`src/rtl/pit_pkg.sv`:
```
package pit_pkg;
    localparam int REG_W  = 8;
    localparam int CNT_W  = 16;
    localparam int SEL_W  = 3;
    localparam int PRE_W  = 6;
    localparam int ADDR_W = 3;

    localparam logic [ADDR_W-1:0] OFS_CTRL  = 3'd0;
    localparam logic [ADDR_W-1:0] OFS_CNT_H = 3'd1;
    localparam logic [ADDR_W-1:0] OFS_CNT_L = 3'd2;
    localparam logic [ADDR_W-1:0] OFS_MOD_H = 3'd3;
    localparam logic [ADDR_W-1:0] OFS_MOD_L = 3'd4;

    // control register bit positions
    localparam int BIT_FLAG  = 7;
    localparam int BIT_IE    = 6;
    localparam int BIT_HALT  = 5;
    localparam int BIT_RESTART = 4;

    typedef enum logic [1:0] {
        FLAG_CLEAR = 2'd0,
        FLAG_SET   = 2'd1,
        FLAG_ARMED = 2'd2
    } flag_state_t;

    typedef struct packed {
        logic             ie;
        logic             halt;
        logic [SEL_W-1:0] sel;
    } ctrl_t;
endpackage

```
`src/rtl/pit_prescaler.sv`:
```
module pit_prescaler #(
    parameter int PRE_W = 6,
    parameter int SEL_W = 3
) (
    input  logic             clk,
    input  logic             rst_n,
    input  logic             run,
    input  logic             clr,
    input  logic [SEL_W-1:0] sel,
    output logic             tick,
    output logic [PRE_W-1:0] presc_q
);
    localparam int NTAPS = 2 ** SEL_W;

    logic [NTAPS-1:0] taps;

    always_ff @(posedge clk or negedge rst_n) begin
        if (!rst_n)
            presc_q <= '0;
        else if (clr)
            presc_q <= '0;
        else if (run)
            presc_q <= presc_q + 1'b1;
    end

    // tap k fires when the low k prescaler bits are all ones; selects above
    // the prescaler depth alias to the deepest tap
    for (genvar k = 0; k < NTAPS; k++) begin : g_tap
        if (k == 0) begin : g_direct
            assign taps[k] = 1'b1;
        end else if (k <= PRE_W) begin : g_div
            assign taps[k] = &presc_q[k-1:0];
        end else begin : g_alias
            assign taps[k] = &presc_q;
        end
    end

    always_comb begin
        tick = run && !clr && taps[sel];
    end

    AST_PRESC_HOLD: assert property (@(posedge clk) disable iff (!rst_n)
        (!run && !clr) |=> $stable(presc_q));

endmodule

```
`src/rtl/pit_counter.sv`:
```
module pit_counter #(
    parameter int CNT_W = 16
) (
    input  logic             clk,
    input  logic             rst_n,
    input  logic             clr,
    input  logic             tick,
    input  logic [CNT_W-1:0] modulo,
    output logic [CNT_W-1:0] cnt_q,
    output logic             wrap
);
    always_comb begin
        wrap = tick && (cnt_q == modulo);
    end

    always_ff @(posedge clk or negedge rst_n) begin
        if (!rst_n)
            cnt_q <= '0;
        else if (clr)
            cnt_q <= '0;
        else if (tick)
            cnt_q <= wrap ? '0 : cnt_q + 1'b1;
    end

    AST_WRAP_TO_ZERO: assert property (@(posedge clk) disable iff (!rst_n)
        wrap |=> (cnt_q == '0));
    AST_COUNT_HOLD: assert property (@(posedge clk) disable iff (!rst_n)
        (!tick && !clr) |=> $stable(cnt_q));
    AST_CLR_ZERO: assert property (@(posedge clk) disable iff (!rst_n)
        clr |=> (cnt_q == '0));

endmodule

```
`src/rtl/pit_flag_fsm.sv`:
```
module pit_flag_fsm
    import pit_pkg::*;
(
    input  logic clk,
    input  logic rst_n,
    input  logic wrap,
    input  logic stat_rd,
    input  logic stat_wr,
    input  logic wr_flag_bit,
    output logic flag
);
    flag_state_t state_q, state_d;

    always_comb begin
        state_d = state_q;
        unique case (state_q)
            FLAG_CLEAR: if (wrap) state_d = FLAG_SET;
            FLAG_SET:   if (stat_rd && !stat_wr) state_d = FLAG_ARMED;
            FLAG_ARMED: if (stat_wr && !wr_flag_bit)
                            state_d = wrap ? FLAG_SET : FLAG_CLEAR;
            default:    state_d = FLAG_CLEAR;
        endcase
    end

    always_ff @(posedge clk or negedge rst_n) begin
        if (!rst_n)
            state_q <= FLAG_CLEAR;
        else
            state_q <= state_d;
    end

    always_comb begin
        flag = (state_q != FLAG_CLEAR);
    end

    AST_FLAG_ON_WRAP: assert property (@(posedge clk) disable iff (!rst_n)
        wrap |=> flag);
    AST_CLEAR_NEEDS_WRITE: assert property (@(posedge clk) disable iff (!rst_n)
        $fell(flag) |-> $past(stat_wr && !wr_flag_bit));

endmodule

```
`src/rtl/pit_timer.sv`:
```
module pit_timer
    import pit_pkg::*;
(
    input  logic              clk,
    input  logic              rst_n,
    input  logic [ADDR_W-1:0] bus_addr,
    input  logic [REG_W-1:0]  bus_wdata,
    input  logic              bus_wr,
    input  logic              bus_rd,
    output logic [REG_W-1:0]  bus_rdata,
    output logic              irq
);
    localparam int HI_LSB = CNT_W - REG_W;

    ctrl_t             ctrl_q;
    logic [CNT_W-1:0]  mod_q;
    logic [CNT_W-1:0]  cnt;
    logic [PRE_W-1:0]  presc;
    logic              tick;
    logic              wrap;
    logic              flag;
    logic              ctrl_wr;
    logic              ctrl_rd;
    logic              restart;

    always_comb begin
        ctrl_wr = bus_wr && (bus_addr == OFS_CTRL);
        ctrl_rd = bus_rd && (bus_addr == OFS_CTRL);
        restart = ctrl_wr && bus_wdata[BIT_RESTART];
    end

    always_ff @(posedge clk or negedge rst_n) begin
        if (!rst_n) begin
            ctrl_q.ie   <= 1'b0;
            ctrl_q.halt <= 1'b1;
            ctrl_q.sel  <= '0;
            mod_q       <= '1;
        end else if (bus_wr) begin
            unique case (bus_addr)
                OFS_CTRL: begin
                    ctrl_q.ie   <= bus_wdata[BIT_IE];
                    ctrl_q.halt <= bus_wdata[BIT_HALT];
                    ctrl_q.sel  <= bus_wdata[SEL_W-1:0];
                end
                OFS_MOD_H: mod_q[CNT_W-1:HI_LSB] <= bus_wdata;
                OFS_MOD_L: mod_q[REG_W-1:0]      <= bus_wdata;
                default: ;
            endcase
        end
    end

    pit_prescaler #(.PRE_W(PRE_W), .SEL_W(SEL_W)) i_prescaler (
        .clk     (clk),
        .rst_n   (rst_n),
        .run     (!ctrl_q.halt),
        .clr     (restart),
        .sel     (ctrl_q.sel),
        .tick    (tick),
        .presc_q (presc)
    );

    pit_counter #(.CNT_W(CNT_W)) i_counter (
        .clk    (clk),
        .rst_n  (rst_n),
        .clr    (restart),
        .tick   (tick),
        .modulo (mod_q),
        .cnt_q  (cnt),
        .wrap   (wrap)
    );

    pit_flag_fsm i_flag (
        .clk         (clk),
        .rst_n       (rst_n),
        .wrap        (wrap),
        .stat_rd     (ctrl_rd),
        .stat_wr     (ctrl_wr),
        .wr_flag_bit (bus_wdata[BIT_FLAG]),
        .flag        (flag)
    );

    always_comb begin
        bus_rdata = '0;
        unique case (bus_addr)
            OFS_CTRL:  bus_rdata = {flag, ctrl_q.ie, ctrl_q.halt, 2'b00, ctrl_q.sel};
            OFS_CNT_H: bus_rdata = cnt[CNT_W-1:HI_LSB];
            OFS_CNT_L: bus_rdata = cnt[REG_W-1:0];
            OFS_MOD_H: bus_rdata = mod_q[CNT_W-1:HI_LSB];
            OFS_MOD_L: bus_rdata = mod_q[REG_W-1:0];
            default:   bus_rdata = '0;
        endcase
        irq = flag && ctrl_q.ie;
    end

    AST_RESTART_PRESC: assert property (@(posedge clk) disable iff (!rst_n)
        restart |=> (presc == '0));
    AST_CNT_WRITE_IGNORED: assert property (@(posedge clk) disable iff (!rst_n)
        (bus_wr && !tick && !restart &&
         (bus_addr == OFS_CNT_H || bus_addr == OFS_CNT_L)) |=> $stable(cnt));

endmodule

```
`config.mk`:
```
export PLATFORM = sky130hd
export DESIGN_NAME = pit_timer
export DESIGN_NICKNAME = d
export VERILOG_FILES = /design/src/rtl/pit_pkg.sv /design/src/rtl/pit_prescaler.sv /design/src/rtl/pit_counter.sv /design/src/rtl/pit_flag_fsm.sv /design/src/rtl/pit_timer.sv
export SDC_FILE = /design/constraint.sdc
export NUM_CORES = 1
export LEC_CHECK = 0
export BUFFER_PORTS_ARGS = -buffer_cell sky130_fd_sc_hd__buf_2
export CAP_MARGIN = 10
export CELL_PAD_IN_SITES_DETAIL_PLACEMENT = 1
export CELL_PAD_IN_SITES_GLOBAL_PLACEMENT = 1
export CORE_UTILIZATION = 42
export DETAILED_ROUTE_END_ITERATION = 7
export PLACE_DENSITY_LB_ADDON = 0.15
export SYNTH_ARGS = -nofsm -noshare
export SYNTH_HDL_FRONTEND = slang
export SYNTH_SLANG_ARGS = --single-unit
```
`constraint.sdc`:
```
create_clock -name clk -period 2.3 [get_ports clk]
set_input_delay 0.115 -clock clk [delete_from_list [all_inputs] [get_ports clk]]
set_output_delay 0.115 -clock clk [all_outputs]
set_load 0.02 [all_outputs]
```
==> run_results.csv, run 1 <==
group,metric,value,unit
outcome,status,"completed",
place,dp_cells,383,
clock_network,numCtsBuffers,5,
worst_hold_path,min_path_cells,2,
critical_path,arrival,2.32,ns
global_route,grt_antenna_before_repair,0,
clock_network,clkTransAtPathRegs,0.09,ns
power,power_leakage,1.42,nW
critical_path,r2r_cells,10,
floorplanning,die_h,84.8,µm
finish,nets,334,
critical_path,path_common_cell,"ha_1",
finish,final_layout_size_suffix_gt1_frac,0.316,
sta,finalHoldViolations,0,
sta,fin_skew,0.00811,ns
logic_synthesis,synth-seq-area-share,0.399,
worst_hold_path,min-delay-start,"bus_wdata[3]",
clock_network,root_buffer,"clkbuf_8",
floorplanning,initial_core_util,0.443,
power,peakVddDrop,0.000416,V
clock_network,cts_sinks,45,
critical_path,reg2reg_slack,0.19,ns
floorplanning,io_pins,24,
clock_network,cts_tree,"done",
critical_path,crit_buf_inv,2,
critical_path,cp.required,2.51,ns
place,hpwl,5.82,mm
sta,max_freq,473,MHz
floorplanning,die_w,84.8,µm
critical_path,cp-end-kind,"register",
routing,drt-initial-drc-count,116,
logic_synthesis,syn-num-nets,305,
global_route,first_global_vias,2493,
floorplanning,core,6490,µm²
floorplanning,dieArea,7180,µm²
sta,worst_slack,0.186,ns
sta,period_share,0.919,
logic_synthesis,synthCells,286,
logic_synthesis,async_reset_ff_frac,1.00,
sta,tns,0,ns
logic_synthesis,synth_ff_type,"dfrtp_1",
critical_path,slowest_stage,"dfrtp_1",
power,power_density,881,nW/µm²
sta,finalSetupViolations,0,
logic_synthesis,yosysWarnings,0,
critical_path,rr_startpoint,"i_prescaler.presc_q[0]",
place,dpl_worst_slack,0.0915,ns
global_route,globalRoute.totalOverflow,0,
global_route,grt_max_degree,41,
worst_hold_path,min_path_type,"input pin to register",
worst_hold_path,min_to,"mod_q[3]",
routing,routedWlPerCell,19.7,µm
routing,firstDrtPassIters,6,
clock_network,cts_buffer_depth,2,
finish,diodes,0,
global_route,grtUsageTotal,0.240,
global_route,grt_pass1_wl,13.4,mm
routing,antenna_left,0,
logic_synthesis,synth_edf_count,0,
critical_path,r2r_end,"i_flag.state_q[0]",
job,drv_cap,0,
logic_synthesis,synth_area,2880,µm²
critical_path,worstSetupPathType,"register to register",
sta,slew_headroom,0.389,
critical_path,cp-start-kind,"register",
clock_network,clock_latency,0.30,ns
routing,vias_per_cell,5.90,
place,gp_congestion,0.780,
sta,worst_pin_slew,0.917,ns
clock_network,htreeDepth,2,
critical_path,cp_top_family,"compound AO/OA/AOI/OAI gates",
sta,finalCriticalPeriod,2.11,ns
routing,routed_wl,7.72,mm
logic_synthesis,yosysUniqueCellTypes,49,
critical_path,critPathMaxFanout,26,
critical_path,critPathMaxStageDelay,0.39,ns
logic_synthesis,synth-seq-cells,45,
floorplanning,placementRows,29,
place,numPortBuffers,23,
logic_synthesis,syn_area_per_cell,10.1,µm²
sta,drv_slew,0,
sta,rsz0062_at_grt,"false",
critical_path,worstPathCellList,"ha_1, nand3_1, inv_1, ha_1, nor3b_2, a2111oi_4, o21a_1, buf_12, nand2b_1, a221oi_1",
routing,vias,2317,
finish,area_growth,12.4,%
finish,fillCellCount,759,
finish,layout.cells.non_filler,393,
routing,drc,0,
==> synthesized netlist by cell type (6+ instances only) <==
cell type | instances | share of area
a21oi_1 | 7 | 0.012
a31oi_1 | 18 | 0.039
and3_1 | 7 | 0.015
dfrtp_1 | 28 | 0.24
dfstp_2 | 17 | 0.16
inv_1 | 6 | 0.0078
mux2_2 | 22 | 0.086
mux2i_1 | 15 | 0.052
nand2_1 | 18 | 0.023
nand3_1 | 20 | 0.035
nor2_1 | 19 | 0.025
o21ai_0 | 7 | 0.012
o22ai_1 | 7 | 0.015
xor2_1 | 17 | 0.052
==> worst max path at each step <==
| stage | start | endpoint | slack [ns] | cells after the start |
|---|---|---|---|---|
| finish | i_prescaler.presc_q[0] | i_flag.state_q[0] | 0.19 | 10 |
| global route | i_prescaler.presc_q[0] | i_counter.cnt_q[10] | 0.03 | 10 |
| CTS | i_prescaler.presc_q[0] | i_counter.cnt_q[4] | 0.08 | 10 |
| detailed placement | i_prescaler.presc_q[0] | i_counter.cnt_q[4] | 0.09 | 10 |
| global placement | i_prescaler.presc_q[0] | i_flag.state_q[0] | 0.19 | 10 |
| floorplan | i_prescaler.presc_q[0] | i_counter.cnt_q[1] | 0.13 | 10 |
==> sequential cells by signal, summed over array words and instances (netlist names) <==
register	cells
i_flag.state_q	2
i_counter.cnt_q	16
i_prescaler.presc_q	6
mod_q	16
ctrl_q	5
==> power by group <==
part	total [W]	switching, W	internal, W
Sequential	0.00123	0.000218	0.00101
Clock	0.000681	0.000293	0.000388
Combinational	0.000938	0.000507	0.000431
==> repair_timing <==
| action | 4_1_cts | 5_1_grt |
|---|---|---|
| hold buffers | 1 | 0 |
| resized for setup | 0 | 1 |
| setup endpoints to repair | 0 | 12 |
| hold endpoints to repair | 28 | 0 |
| setup buffers | 0 | 1 |
==> logic make-up after synthesis <==
kind of cell	synth area share
AO/OA/AOI/OAI	0.127
XOR/XNOR	0.0548
adder cells (fa/ha/maj)	0.0174
buffers and inverters	0.0613
flip-flops	0.399
multiplexers	0.146
AND/OR/NAND/NOR	0.194
==> per-layer routing <==
metal / wire length, µm / share of wire / global-route usage
met4: 113 / 0.015 / 0.0740
met1: 3410 / 0.44 / 0.316
met5: 0 / 0 / 0
met2: 3910 / 0.51 / 0.408
met3: 286 / 0.037 / 0.0383
==> area by class of cell <==
| type | instances | area [µm²] | area share |
|---|---|---|---|
| Clock inverter | 2 | 35.0 | 0.0108 |
| Clock buffer | 6 | 93.8 | 0.0290 |
| Timing Repair Buffer | 43 | 280 | 0.0867 |
| Tap cell | 77 | 96.3 | 0.0298 |
| Inverter | 6 | 22.5 | 0.00697 |
| Sequential cell | 45 | 1150 | 0.355 |
| Multi-Input combinational cell | 214 | 1560 | 0.482 |
==> cell usage in the layout, fill, tap and decap left out, drive strengths merged, types with 2 or more instances in the layout <==
cell type  count
nand4b         3
and2           2
nand2         18
o211ai         3
mux2i         15
nand2b         4
o21ai          9
nor2          19
or3            2
nand3b         2
clkbuf         6
nand4          5
ha             4
dfstp         17
a21oi          7
nor2b          4
o21a           3
mux2          22
xor2          17
dfrtp         28
a31oi         18
buf           42
or4            2
nor3           3
a22oi          2
nand3         20
inv            6
nor4           5
nor3b          2
and3           7
o22ai          7
==> through the flow <==
step	utilization	hold slack [ns]	total power, W	cell area (µm²)
6_report	0.498	0.0626	0.00285	3230
3_3_place_gp	0.474	0.301	0.00214	3080
3_5_place_dp	0.474	0.314	0.00219	3080
4_1_cts	0.496	0.0529	0.00288	3220
5_1_grt	0.498	0.0526	0.00303	3230
2_1_floorplan	-	-0.181	0.00188	2880
Power figures use the tool's default switching activity.
==> run 2: changes to the inputs <==
Settings changed: CORE_UTILIZATION 42 to 44, CTS_BUF_LIST from default to sky130_fd_sc_hd__clkbuf_4.
==> run 2 against run 1 <==
- register-to-register slack got worse by 0.05 ns
- die area is 4.4% lower
- critical path depth is the same
- worst setup slack lost 0.051 ns
- combinational power up 5.3%
- cell area is 1.0% higher
- power shrank 7.8%
- cell count grew 2.5%
- critical endpoint unchanged
- global-route usage grew 0.072 points
==> run_results.csv, run 2 (same netlist as run 1, synthesis figures left out) <==
group,metric,value,unit
floorplanning,dieArea,6860,µm²
sta,finalCriticalPeriod,2.17,ns
global_route,grt_antenna_before_repair,0,
power,peakVddDrop,0.000500,V
global_route,grtUsageTotal,0.241,
critical_path,rr_startpoint,"i_prescaler.presc_q[0]",
clock_network,clkTransAtPathRegs,0.17,ns
clock_network,htreeDepth,2,
clock_network,cts_buffer_depth,2,
clock_network,cts_sinks,45,
global_route,first_global_vias,2436,
sta,slew_headroom,0.373,
finish,nets,344,
routing,routed_wl,7.78,mm
power,power_density,805,nW/µm²
routing,vias_per_cell,5.83,
sta,fin_skew,0.0295,ns
routing,antenna_left,0,
routing,drc,0,
critical_path,r2r_cells,10,
critical_path,startpoint,"i_prescaler.presc_q[0]",
global_route,use_met2,0.428,
global_route,grtUsageMet1,0.314,
finish,layout_commonest_cell,"dfrtp_1",
finish,finish.utilization,0.517,
floorplanning,placementRows,29,
routing,firstDrtPassIters,4,
clock_network,clock_latency,0.38,ns
sta,period_share,0.941,
global_route,grt_max_degree,42,
clock_network,numCtsBuffers,5,
floorplanning,die_w,82.9,µm
job,drv_cap,0,
critical_path,cp.required,2.58,ns
sta,max_freq,462,MHz
global_route,grt_pass1_wl,13.1,mm
worst_hold_path,min_path_cells,2,
sta,finalHoldViolations,0,
floorplanning,core,6310,µm²
floorplanning,io_pins,24,
routing,drt-initial-drc-count,98,
finish,top_regs,"i_counter.cnt_q (16), mod_q (16), i_prescaler.presc_q (6)",
finish,layout_common_cells,"dfrtp_1, buf_2, mux2_2",
sta,worst_pin_slew,0.941,ns
global_route,grt-busiest-layer,"met2",
sta,drv_slew,0,
critical_path,critPathMaxFanout,26,
finish,area_growth,13.5,%
worst_hold_path,min-delay-start,"bus_wdata[7]",
power,power_leakage,1.43,nW
clock_network,root_buffer,"clkbuf_4",
place,gp_congestion,0.778,
global_route,globalRoute.totalOverflow,0,
sta,tns,0,ns
outcome,status,"completed",
place,numPortBuffers,23,
finish,fillCellCount,731,
sta,finalSetupViolations,0,
place,hpwl,5.81,mm
floorplanning,initial_core_util,0.456,
clock_network,cts_tree,"done",
worst_hold_path,min_path_type,"input pin to register",
finish,final_layout_size_suffix_gt1_frac,0.322,
critical_path,worstSetupPathType,"register to register",
routing,vias,2351,
global_route,use_met3,0.0328,
floorplanning,die_h,82.9,µm
power,p_total,0.00263,W
routing,routedWlPerCell,19.3,µm
critical_path,cp-start-kind,"register",
finish,diodes,0,
critical_path,cp-end-kind,"register",
critical_path,arrival,2.44,ns
## run 2: final timing paths
kind / slack (ns) / to
max: 0.13 / i_flag.state_q[0]
min: 0.02 / mod_q[15]
max reg2reg: 0.13 / i_flag.state_q[0]
min reg2reg: 0.55 / i_flag.state_q[0]
max in group asynchronous: 1.20 / mod_q[0]
min in group asynchronous: 0.40 / ctrl_q[1]
## run 2: area by class of cell
class                      instances  area [µm²]  share of cell area
multi-input combinational        214        1570               0.480
sequential                        45        1150               0.351
timing repair buffer              53         373               0.114
tap                               77        96.3              0.0295
clock buffer                       5        37.5              0.0115
clock inverter                     3        22.5             0.00690
inverter                           6        22.5             0.00690
## run 2: layer usage
| layer | vias to the layer above | wire length [µm] | part of all wire |
|---|---|---|---|
| li1 | 1125 | - | - |
| met1 | 1188 | 3540 | 0.45 |
| met2 | 33 | 3990 | 0.51 |
| met3 | 5 | 197 | 0.025 |
| met4 | 0 | 49 | 0.0063 |
| met5 | - | 0 | 0 |
## run 2: what timing repair did
action	in CTS	in global routing
hold buffers	7	1
hold endpoints to repair	40	1
resized for setup	0	4
setup buffers	0	2
setup endpoints to repair	0	15
## run 2: critical path: stages (launching register included)
cell and delay [ns]:
dfrtp_1 0.42, ha_2 0.22, nand3_2 0.08, inv_1 0.07, ha_1 0.13, nor3b_1 0.06, a2111oi_4 0.35, o21a_1 0.20
buf_12 0.18, nand2b_1 0.09, a221oi_2 0.25
## run 2: power by group
part / switching (W) / leakage, nW / internal, W
Combinational: 0.000517 / 0.855 / 0.000471
Sequential: 0.000226 / 0.541 / 0.00101
Clock: 0.000281 / 0.0352 / 0.000122
## run 2: through the flow
stage | setup WS, ns | cell area (µm²) | cells | hold slack (ns)
3_3_place_gp | 0.191 | 3100 | 385 | 0.306
4_1_cts | 0.0235 | 3230 | 400 | 0.000164
2_1_floorplan | 0.134 | 2880 | 286 | -0.181
3_5_place_dp | 0.0915 | 3100 | 385 | 0.308
5_1_grt | -0.0143 | 3270 | 403 | 0.0117
6_report | 0.135 | 3270 | 403 | 0.0212
==> run 3: changes to the inputs <==
==> constraint.sdc (replaced) <==
create_clock -name clk -period 2.3 [get_ports clk]
set_input_delay 0.23 -clock clk [delete_from_list [all_inputs] [get_ports clk]]
set_output_delay 0.23 -clock clk [all_outputs]
set_load 0.02 [all_outputs]
==> run 3 against run 2 <==
- register-to-register slack gained 0.02 ns
- worst hold slack gained 0.074 ns
- via count shrank 0.72%
- clock skew shrank 0.014 ns
- sequential power is essentially flat
- cell count shrank 1.7%
- critical path depth is the same
- die area is the same
- count of clock-buffer cells in the layout is the same
- combinational power shrank 2.5%
- non-clock buffer count shrank 7
- sequential share of layout area grew 0.98 points
- highest routed layer unchanged
==> run_results.csv, run 3 (same netlist as run 1, synthesis figures left out) <==
group,metric,value,unit
routing,routed_wl,7.75,mm
critical_path,arrival,2.43,ns
sta,slew_headroom,0.598,
global_route,grt_pass1_wl,13.1,mm
power,peakVddDrop,0.000434,V
sta,rsz0062_at_grt,"false",
clock_network,cts_buffer_depth,2,
finish,fillCellCount,742,
finish,final_layout_size_suffix_gt1_frac,0.317,
routing,antenna_left,0,
clock_network,clock_latency,0.37,ns
outcome,status,"completed",
critical_path,worstPathCellList,"ha_1, nand3_1, inv_1, ha_1, nor3b_2, a2111oi_4, o21a_1, buf_12, nand2b_1, a221oi_1",
floorplanning,placementRows,29,
routing,drt-initial-drc-count,94,
job,drv_cap,0,
sta,max_freq,465,MHz
global_route,grtUsageTotal,0.244,
place,gp_congestion,0.762,
finish,diodes,0,
routing,firstDrtPassIters,4,
sta,fin_skew,0.0157,ns
global_route,grt_max_degree,27,
worst_hold_path,min_path_type,"input pin to register",
routing,vias_per_cell,5.89,
critical_path,critPathMaxFanout,26,
critical_path,r2r_end,"i_flag.state_q[0]",
critical_path,r2r_cells,10,
place,numPortBuffers,23,
critical_path,cp-end-kind,"register",
worst_hold_path,min-delay-start,"bus_wr",
floorplanning,core,6310,µm²
critical_path,path_common_cell,"ha_1",
routing,drc,0,
critical_path,worstSetupPathType,"register to register",
critical_path,crit_buf_inv,2,
global_route,first_global_vias,2586,
worst_hold_path,min_path_cells,2,
finish,layout_common_cells,"dfrtp_1, buf_2, mux2_2",
finish,nets,337,
sta,drv_slew,0,
floorplanning,die_w,82.9,µm
clock_network,htreeDepth,2,
clock_network,numCtsBuffers,5,
sta,finalHoldViolations,0,
finish,top_regs,"i_counter.cnt_q (16), mod_q (16), i_prescaler.presc_q (6)",
finish,layout_commonest_cell,"dfrtp_1",
critical_path,cp_top_family,"compound AO/OA/AOI/OAI gates",
critical_path,rr_startpoint,"i_prescaler.presc_q[0]",
global_route,globalRoute.totalOverflow,0,
power,p_total,0.00256,W
sta,finalSetupViolations,0,
power,power_density,805,nW/µm²
critical_path,slowest_stage,"dfrtp_1",
floorplanning,dieArea,6860,µm²
floorplanning,die_h,82.9,µm
critical_path,critPathMaxStageDelay,0.41,ns
clock_network,clkTransAtPathRegs,0.14,ns
critical_path,reg2reg_slack,0.15,ns
routing,routedWlPerCell,19.6,µm
finish,area_growth,10.4,%
clock_network,cts_tree,"done",
routing,vias,2334,
sta,period_share,0.935,
floorplanning,initial_core_util,0.456,
worst_hold_path,min_to,"i_flag.state_q[1]",
floorplanning,io_pins,24,
clock_network,cts_sinks,45,
sta,finalCriticalPeriod,2.15,ns
global_route,grt_antenna_before_repair,0,
clock_network,root_buffer,"clkbuf_4",
critical_path,cp.required,2.58,ns
critical_path,cp-start-kind,"register",
place,hpwl,5.97,mm
power,power_leakage,1.40,nW
sta,tns,0,ns
sta,worst_pin_slew,0.603,ns
[run 3: report_power, final]
part	internal, W	switching, W
logic	0.000447	0.000517
clock network	0.000111	0.000257
registers	0.00101	0.000214
total	0.00157	0.000987
[run 3: per-stage QoR]
| stage | setup WS, ns | cell area [µm²] | hold WS, ns | util | instances |
|---|---|---|---|---|---|
| finish | 0.150 | 3180 | 0.0954 | 0.503 | 396 |
| global route | 0.0176 | 3180 | 0.0705 | 0.503 | 396 |
| CTS | 0.0666 | 3160 | 0.0865 | 0.501 | 395 |
| detailed placement | 0.0850 | 3100 | 0.268 | 0.492 | 386 |
| global placement | 0.193 | 3100 | 0.255 | 0.492 | 386 |
| floorplan | 0.134 | 2880 | -0.0656 | - | 286 |
[run 3: cell type report]
type / count / area, µm² / share of cell area
multi-input combinational: 214 / 1560 / 0.490
sequential: 45 / 1150 / 0.361
timing repair buffer: 46 / 303 / 0.0953
tap: 77 / 96.3 / 0.0303
clock buffer: 5 / 37.5 / 0.0118
inverter: 6 / 22.5 / 0.00709
clock inverter: 3 / 12.5 / 0.00394
[run 3: routing by layer]
| metal | wire length [µm] | GRT usage | vias up |
|---|---|---|---|
| met3 | 202 | 0.0427 | 12 |
| li1 | - | - | 1105 |
| met1 | 3530 | 0.308 | 1178 |
| met5 | 0 | 0 | - |
| met4 | 126 | 0.0737 | 0 |
| met2 | 3880 | 0.424 | 39 |
[run 3: worst max-delay path by stage]
stage / startpoint / end / slack, ns / depth (start not counted)
2_1_floorplan: i_prescaler.presc_q[0] / i_counter.cnt_q[1] / 0.13 / 10
3_3_place_gp: i_prescaler.presc_q[0] / i_flag.state_q[0] / 0.19 / 10
3_5_place_dp: i_prescaler.presc_q[0] / i_flag.state_q[0] / 0.08 / 10
4_1_cts: i_prescaler.presc_q[0] / i_flag.state_q[0] / 0.07 / 10
5_1_grt: i_prescaler.presc_q[0] / i_counter.cnt_q[4] / 0.02 / 11
6_report: i_prescaler.presc_q[0] / i_flag.state_q[0] / 0.15 / 10
[run 3: repair_timing]
item	4_1_cts	5_1_grt
endpoints found under the setup margin	0	13
resized for setup	0	1
hold buffers	1	0
setup buffers	0	1
hold endpoints to repair	9	0
